**src/rtl/rtc_alarm_pkg.sv**
```systemverilog
package rtc_alarm_pkg;

    localparam int BYTE_W    = 8;
    localparam int FIELD_CNT = 5;

    localparam logic [3:0] CTRL_ADDR = 4'h0;
    localparam logic [3:0] ALM_BASE  = 4'h9;
    localparam logic [3:0] OSEL_ADDR = 4'hE;

    localparam int DONTCARE_BIT = 7;
    localparam int FLAG_BIT     = 6;
    localparam int EN_BIT       = 3;
    localparam int CAL_BIT      = 2;
    localparam int OSEL_BIT     = 7;

    typedef enum logic [2:0] {
        FLD_SEC   = 3'd0,
        FLD_MIN   = 3'd1,
        FLD_HOUR  = 3'd2,
        FLD_DATE  = 3'd3,
        FLD_MONTH = 3'd4
    } field_e;

    typedef struct packed {
        logic en;
        logic cal;
    } alarm_ctrl_t;

    function automatic logic [BYTE_W-1:0] field_mask(input int idx);
        case (field_e'(idx[2:0]))
            FLD_SEC, FLD_MIN:   return 8'h7F;
            FLD_HOUR, FLD_DATE: return 8'h3F;
            default:            return 8'h1F;
        endcase
    endfunction

    function automatic logic [BYTE_W-1:0] ctrl_byte(input logic flag, input alarm_ctrl_t c);
        logic [BYTE_W-1:0] b;
        b = '0;
        b[FLAG_BIT] = flag;
        b[EN_BIT]   = c.en;
        b[CAL_BIT]  = c.cal;
        return b;
    endfunction

endpackage

```
**src/rtl/rtc_alarm_regs.sv**
```systemverilog
module rtc_alarm_regs
    import rtc_alarm_pkg::*;
#(
    parameter int ADDR_W   = 4,
    parameter int N_FIELDS = FIELD_CNT
) (
    input  logic                         clk,
    input  logic                         rst,
    input  logic                         wr_en,
    input  logic [ADDR_W-1:0]            wr_addr,
    input  logic [BYTE_W-1:0]            wr_data,
    input  logic [ADDR_W-1:0]            rd_addr,
    input  logic                         flag_q,
    output logic [BYTE_W-1:0]            rd_data,
    output logic [N_FIELDS*BYTE_W-1:0]   alm_flat,
    output alarm_ctrl_t                  ctrl_q,
    output logic                         osel_q,
    output logic                         clr_req
);

    localparam logic [ADDR_W-1:0] CTRL_A = ADDR_W'(CTRL_ADDR);
    localparam logic [ADDR_W-1:0] OSEL_A = ADDR_W'(OSEL_ADDR);
    localparam logic [BYTE_W-1:0] RST_FIELD = BYTE_W'(1) << DONTCARE_BIT;

    logic ctrl_wr;
    assign ctrl_wr = wr_en && (wr_addr == CTRL_A);
    assign clr_req = ctrl_wr && !wr_data[FLAG_BIT];

    always_ff @(posedge clk) begin
        if (rst) begin
            ctrl_q <= '0;
            osel_q <= 1'b0;
        end else begin
            if (ctrl_wr) begin
                ctrl_q.en  <= wr_data[EN_BIT];
                ctrl_q.cal <= wr_data[CAL_BIT];
            end
            if (wr_en && (wr_addr == OSEL_A))
                osel_q <= wr_data[OSEL_BIT];
        end
    end

    for (genvar g = 0; g < N_FIELDS; g++) begin : g_field
        localparam logic [ADDR_W-1:0] MY_ADDR = ADDR_W'(ALM_BASE + g);
        logic [BYTE_W-1:0] q;

        always_ff @(posedge clk) begin
            if (rst)
                q <= RST_FIELD;
            else if (wr_en && (wr_addr == MY_ADDR))
                q <= wr_data;
        end

        assign alm_flat[g*BYTE_W +: BYTE_W] = q;


        alm_wr_chk: assert property (@(posedge clk) disable iff (rst)
            (wr_en && (wr_addr == MY_ADDR)) |=> (q == $past(wr_data)));
    end

    always_comb begin
        rd_data = '0;
        if (rd_addr == CTRL_A)
            rd_data = ctrl_byte(flag_q, ctrl_q);
        else if (rd_addr == OSEL_A)
            rd_data[OSEL_BIT] = osel_q;
        for (int i = 0; i < N_FIELDS; i++) begin
            if (rd_addr == ADDR_W'(ALM_BASE + i))
                rd_data = alm_flat[i*BYTE_W +: BYTE_W];
        end
    end

endmodule

```
**src/rtl/rtc_alarm_match.sv**
```systemverilog
module rtc_alarm_match
    import rtc_alarm_pkg::*;
#(
    parameter int N_FIELDS = FIELD_CNT
) (
    input  logic [N_FIELDS*BYTE_W-1:0] alm_flat,
    input  logic [N_FIELDS*BYTE_W-1:0] live_flat,
    output logic                       hit
);

    logic [N_FIELDS-1:0] field_ok;

    for (genvar g = 0; g < N_FIELDS; g++) begin : g_cmp
        localparam logic [BYTE_W-1:0] MASK = field_mask(g);
        logic [BYTE_W-1:0] alm_b;
        logic [BYTE_W-1:0] live_b;
        logic              same;

        assign alm_b    = alm_flat[g*BYTE_W +: BYTE_W];
        assign live_b   = live_flat[g*BYTE_W +: BYTE_W];
        assign same     = ((alm_b ^ live_b) & MASK) == '0;
        assign field_ok[g] = alm_b[DONTCARE_BIT] | same;
    end

    assign hit = &field_ok;

endmodule

```
**src/rtl/rtc_alarm_flag.sv**
```systemverilog
module rtc_alarm_flag (
    input  logic clk,
    input  logic rst,
    input  logic tick,
    input  logic armed,
    input  logic hit,
    input  logic clr_req,
    output logic flag_q
);

    logic set_ev;
    assign set_ev = tick & armed & hit;

    always_ff @(posedge clk) begin
        if (rst)
            flag_q <= 1'b0;
        else
            flag_q <= (flag_q & ~clr_req) | set_ev;
    end


    flag_hold_chk: assert property (@(posedge clk) disable iff (rst)
        (flag_q && !clr_req) |=> flag_q);


    flag_set_chk: assert property (@(posedge clk) disable iff (rst)
        (tick && armed && hit) |=> flag_q);


    flag_quiet_chk: assert property (@(posedge clk) disable iff (rst)
        (!flag_q && !(tick && armed)) |=> !flag_q);

endmodule

```
**src/rtl/rtc_alarm_cmp.sv**
```systemverilog
module rtc_alarm_cmp
    import rtc_alarm_pkg::*;
#(
    parameter int ADDR_W   = 4,
    parameter int N_FIELDS = FIELD_CNT
) (
    input  logic                       clk,
    input  logic                       rst,
    input  logic                       tick,
    input  logic [N_FIELDS*BYTE_W-1:0] live_time,
    input  logic                       wr_en,
    input  logic [ADDR_W-1:0]          wr_addr,
    input  logic [BYTE_W-1:0]          wr_data,
    input  logic [ADDR_W-1:0]          rd_addr,
    output logic [BYTE_W-1:0]          rd_data,
    output logic                       alarm_irq
);

    logic [N_FIELDS*BYTE_W-1:0] alm_flat;
    alarm_ctrl_t                ctrl_q;
    logic                       osel_q;
    logic                       clr_req;
    logic                       flag_q;
    logic                       hit;
    logic                       armed;

    rtc_alarm_regs #(.ADDR_W(ADDR_W), .N_FIELDS(N_FIELDS)) u_regs (
        .clk      (clk),
        .rst      (rst),
        .wr_en    (wr_en),
        .wr_addr  (wr_addr),
        .wr_data  (wr_data),
        .rd_addr  (rd_addr),
        .flag_q   (flag_q),
        .rd_data  (rd_data),
        .alm_flat (alm_flat),
        .ctrl_q   (ctrl_q),
        .osel_q   (osel_q),
        .clr_req  (clr_req)
    );

    rtc_alarm_match #(.N_FIELDS(N_FIELDS)) u_match (
        .alm_flat  (alm_flat),
        .live_flat (live_time),
        .hit       (hit)
    );

    assign armed = ctrl_q.en & ~ctrl_q.cal;

    rtc_alarm_flag u_flag (
        .clk     (clk),
        .rst     (rst),
        .tick    (tick),
        .armed   (armed),
        .hit     (hit),
        .clr_req (clr_req),
        .flag_q  (flag_q)
    );

    assign alarm_irq = flag_q & armed & osel_q;


    irq_arm_chk: assert property (@(posedge clk) disable iff (rst)
        (tick && armed && hit && osel_q && !wr_en) |=> alarm_irq);

endmodule

```
**config.mk**
```make
export PLATFORM = sky130hd
export DESIGN_NAME = rtc_alarm_cmp
export DESIGN_NICKNAME = d
export VERILOG_FILES = /design/src/rtl/rtc_alarm_pkg.sv /design/src/rtl/rtc_alarm_regs.sv /design/src/rtl/rtc_alarm_match.sv /design/src/rtl/rtc_alarm_flag.sv /design/src/rtl/rtc_alarm_cmp.sv
export SDC_FILE = /design/constraint.sdc
export NUM_CORES = 1
export LEC_CHECK = 0
export ABC_CLOCK_PERIOD_IN_PS = 2400
export CAP_MARGIN = 20
export CORE_AREA = 8 8 78 80
export DETAILED_ROUTE_END_ITERATION = 7
export DIE_AREA = 0 0 86 88
export MAX_ROUTING_LAYER = met4
export PLACE_DENSITY_LB_ADDON = 0.15
export SLEW_MARGIN = 20
export SYNTH_ARGS = -nofsm -noshare
export SYNTH_HDL_FRONTEND = slang
export SYNTH_HIERARCHICAL = 1
export SYNTH_SLANG_ARGS = --single-unit
```
**constraint.sdc**
```tcl
create_clock -name clk -period 2.4 [get_ports clk]
set_input_delay 0.48 -clock clk [delete_from_list [all_inputs] [get_ports clk]]
set_output_delay 0.48 -clock clk [all_outputs]
set_load 0.01 [all_outputs]
```
==> impl_results.md <==
- CTS max path bufs: 2
- Starting density of the core: 48.4%
- Synth area leader: dfxtp_1
- Clk_skew: 0.00472 ns
- Clock Pin Slew Worst Setup and Hold Paths: 0.08 ns
- CP Launch Point: rd_addr[1]
- Worst r2r path cells: 7
- Relative slew slack: 64.3%
- Leak: 1.26 nW
- DIE WIDTH: 86 um
- Clk_lat worst skew: 0.30 ns
- Total track usage: 20.6%
- Syn Nets: 351
- Number of flops mapped to enable cells by yosys: 0
- CTS tree: yes
- Core Region: 4910 um^2
- First-pass GRT wire length: 11700 um
- Vias: 2429
- Layout area overhead: 40.1%
- Register area share after synthesis: 37.0%
- I/O pins: 69
- Die area: 7570 um^2
- Largest net degree at the start of global routing: 36
- Yosys warns: 6
- Post-Syn Area: 2380 um^2
- Top_reg_cell synth: dfxtp_1
- # fillers: 423
- Final Setup Violations: 0
- Tot Pwr: 1.53 mW
- Die Ht: 88 um
- FF+latch count, synth: 44
- Cts hold-fix bufs: 0
- Crit path DAT: 1.88 ns
- Clock tree root driver cell: clkbuf_8
- Hold Path Class: reg2reg
- DRT iter0 DRCs: 227
- # DRC: 0
- Fin worst setup slack: 0.0383 ns
- Startpoint types: primary input
- # diodes: 0
- Crit. End Element: output pin
- Synth area leaders: dfxtp_1, mux2i_1, xor2_1
- Reg2reg end: u_flag/flag_q
- Syn Area/Cell: 8.18 um^2
- Synth unique cells: 40
- Post-detail-place hpwl: 5570 um
- Max-cap violations: 0
- Initial antenna violation count: 0
- Flop-to-flop setup slack: 0.65 ns
- Maximum clock rate: 0.423 GHz
- Least-Margin Pin Slew: 0.535 ns
- Post-layout min period: 2.36 ns
- Critical path capture point: rd_data[6]
- Final hold vios: 0
- Power Density: 459 nW/um^2
- DRT Pass-1 Iters: 5
- Synth Instances: 291
- Max-slew violation count: 0
- Peak supply drop: 0.319 mV
- GR Overflow Total: 0
- PortBufs: 59
- Post-synth ARST share: 0%
- Setup WS pre-CTS: -0.547 ns
- TritonCTS Buffers: 5
- Vias in the first global route: 2287
- WL/cell: 17.3 um
- Post-route ant nets: 0
- Final period util: 98.4%
- CTS HTree Levels: 2
- Crit Path Class: in2out
- RD Place Congestion: 0.899
- Core Util, Final: 67.9%
- Row cnt: 26
- # nets final: 426
- Top-area cell type share of the netlist area: 37.0%
- Status: finished, final reports clean
- Worst-path fanout max: 7
- R2R Path Start: u_regs/g_field[1].q[0]
- Clock sink count: 44
- Vias/cell: 5.57
- Worst Path Required: 1.92 ns
- Hold_ws: 0.498 ns
- Hold Path Cell Cnt: 2
- Share of post-route cells with drive strength above 1: 15.8%
- Total Wirelength: 7530 um
-- routing by layer --
| layer | vias to the layer above | share of wire (%) | wire length [um] | global-route usage (%) |
|---|---|---|---|---|
| met4 | 0 | 1.8 | 138 | 6.05 |
| met5 | - | 0 | 0 | - |
| met2 | 96 | 48 | 3620 | 32.7 |
| met3 | 15 | 7.1 | 537 | 4.97 |
| met1 | 1146 | 43 | 3230 | 25.2 |
| li1 | 1172 | - | - | - |
-- how the worst min path moves through the flow --
stage	startpoint	to	slack, ns
final	u_regs/g_field[3].q[6]	u_regs/g_field[3].q[6]	0.50
after global routing	u_regs/g_field[3].q[6]	u_regs/g_field[3].q[6]	0.51
after CTS	u_regs/g_field[3].q[6]	u_regs/g_field[3].q[6]	0.50
after detailed placement	u_regs/g_field[3].q[6]	u_regs/g_field[3].q[6]	0.48
after global placement	u_regs/g_field[3].q[6]	u_regs/g_field[3].q[6]	0.47
after floorplan	u_regs/g_field[3].q[6]	u_regs/g_field[3].q[6]	0.45
-- metrics by stage --
stage / TNS, ns / area [um^2] / cells
3_3_place_gp: -3.96 / 3180 / 426
2_1_floorplan: 0 / 2380 / 291
6_report: 0 / 3330 / 436
3_5_place_dp: -3.93 / 3180 / 426
5_1_grt: -0.00415 / 3330 / 436
4_1_cts: 0 / 3320 / 436
-- report_power, final --
| group | switching [mW] | internal (mW) | total (mW) |
|---|---|---|---|
| Sequential | 0.0102 | 0.739 | 0.750 |
| Clock | 0.248 | 0.256 | 0.504 |
| Combinational | 0.125 | 0.149 | 0.274 |
| Total | 0.383 | 1.15 | 1.53 |
-- timing repair --
item,in CTS,in global routing
gates cloned,1,0
resized for setup,45,3
setup endpoints to repair,8,4
pin swaps,3,1
buffers inserted,2,0
-- synthesized netlist by cell type, types with 4 or more instances --
cell type	n
xor2_1	16
a21oi_1	23
o21ai_0	23
a22oi_1	7
nand3b_1	5
buf_2	4
mux2i_1	21
nor4_1	5
xnor2_1	15
nand2_1	30
nand2b_1	5
clkbuf_1	10
dfxtp_1	44
a31oi_1	6
nor3_1	4
nor2_1	36
-- area by class of cell --
type,instances,area [um^2],area share (%)
clock buffers,7,96.3,2.89
inverters,2,7.51,0.225
multi-input cells,230,1500,44.9
flip-flops and latches,44,881,26.4
well taps,70,87.6,2.63
repair buffers,83,766,23.0
-- worst max-delay path, cell delays in order --
cell and delay (ns):
dlygate4sd2_1 0.26, buf_6 0.14, buf_12 0.13, nor3_1 0.18, buf_4 0.16, a22oi_2 0.08, o221ai_1 0.17, clkdlybuf4s15_1 0.27
-- kinds of logic after synthesis --
logic type | synth area share [%]
flip-flops | 37.0
buffers and inverters | 2.89
AO/OA/AOI/OAI | 17.4
multiplexers | 9.78
XOR/XNOR | 11.4
AND/OR/NAND/NOR | 21.5
-- sequential cells by signal (all words and copies together) (netlist names) --
signal / flops
u_regs/g_field.q: 40
u_flag/flag_q: 1
u_regs/ctrl_q: 2
u_regs/osel_q: 1
-- layout by cell type, fill, tap and decap left out, types with 3 or more instances in the layout --
cell type | synthesis | layout
o21ai_0 | 23 | 23
a22oi_2 | 0 | 4
nor2_1 | 36 | 36
buf_4 | 0 | 19
nor3_1 | 4 | 3
nand3_1 | 3 | 3
buf_2 | 4 | 7
xnor2_1 | 15 | 15
a21oi_1 | 23 | 22
nor4_1 | 5 | 5
dlygate4sd2_1 | 0 | 4
dfxtp_1 | 44 | 44
clkbuf_8 | 0 | 7
a22oi_1 | 7 | 3
nand2b_1 | 5 | 4
mux2i_1 | 21 | 21
xor2_1 | 16 | 16
a31oi_1 | 6 | 6
nand2_1 | 30 | 29
nand3b_1 | 5 | 5
clkdlybuf4s50_1 | 0 | 47
Power figures use the tool's default switching activity.
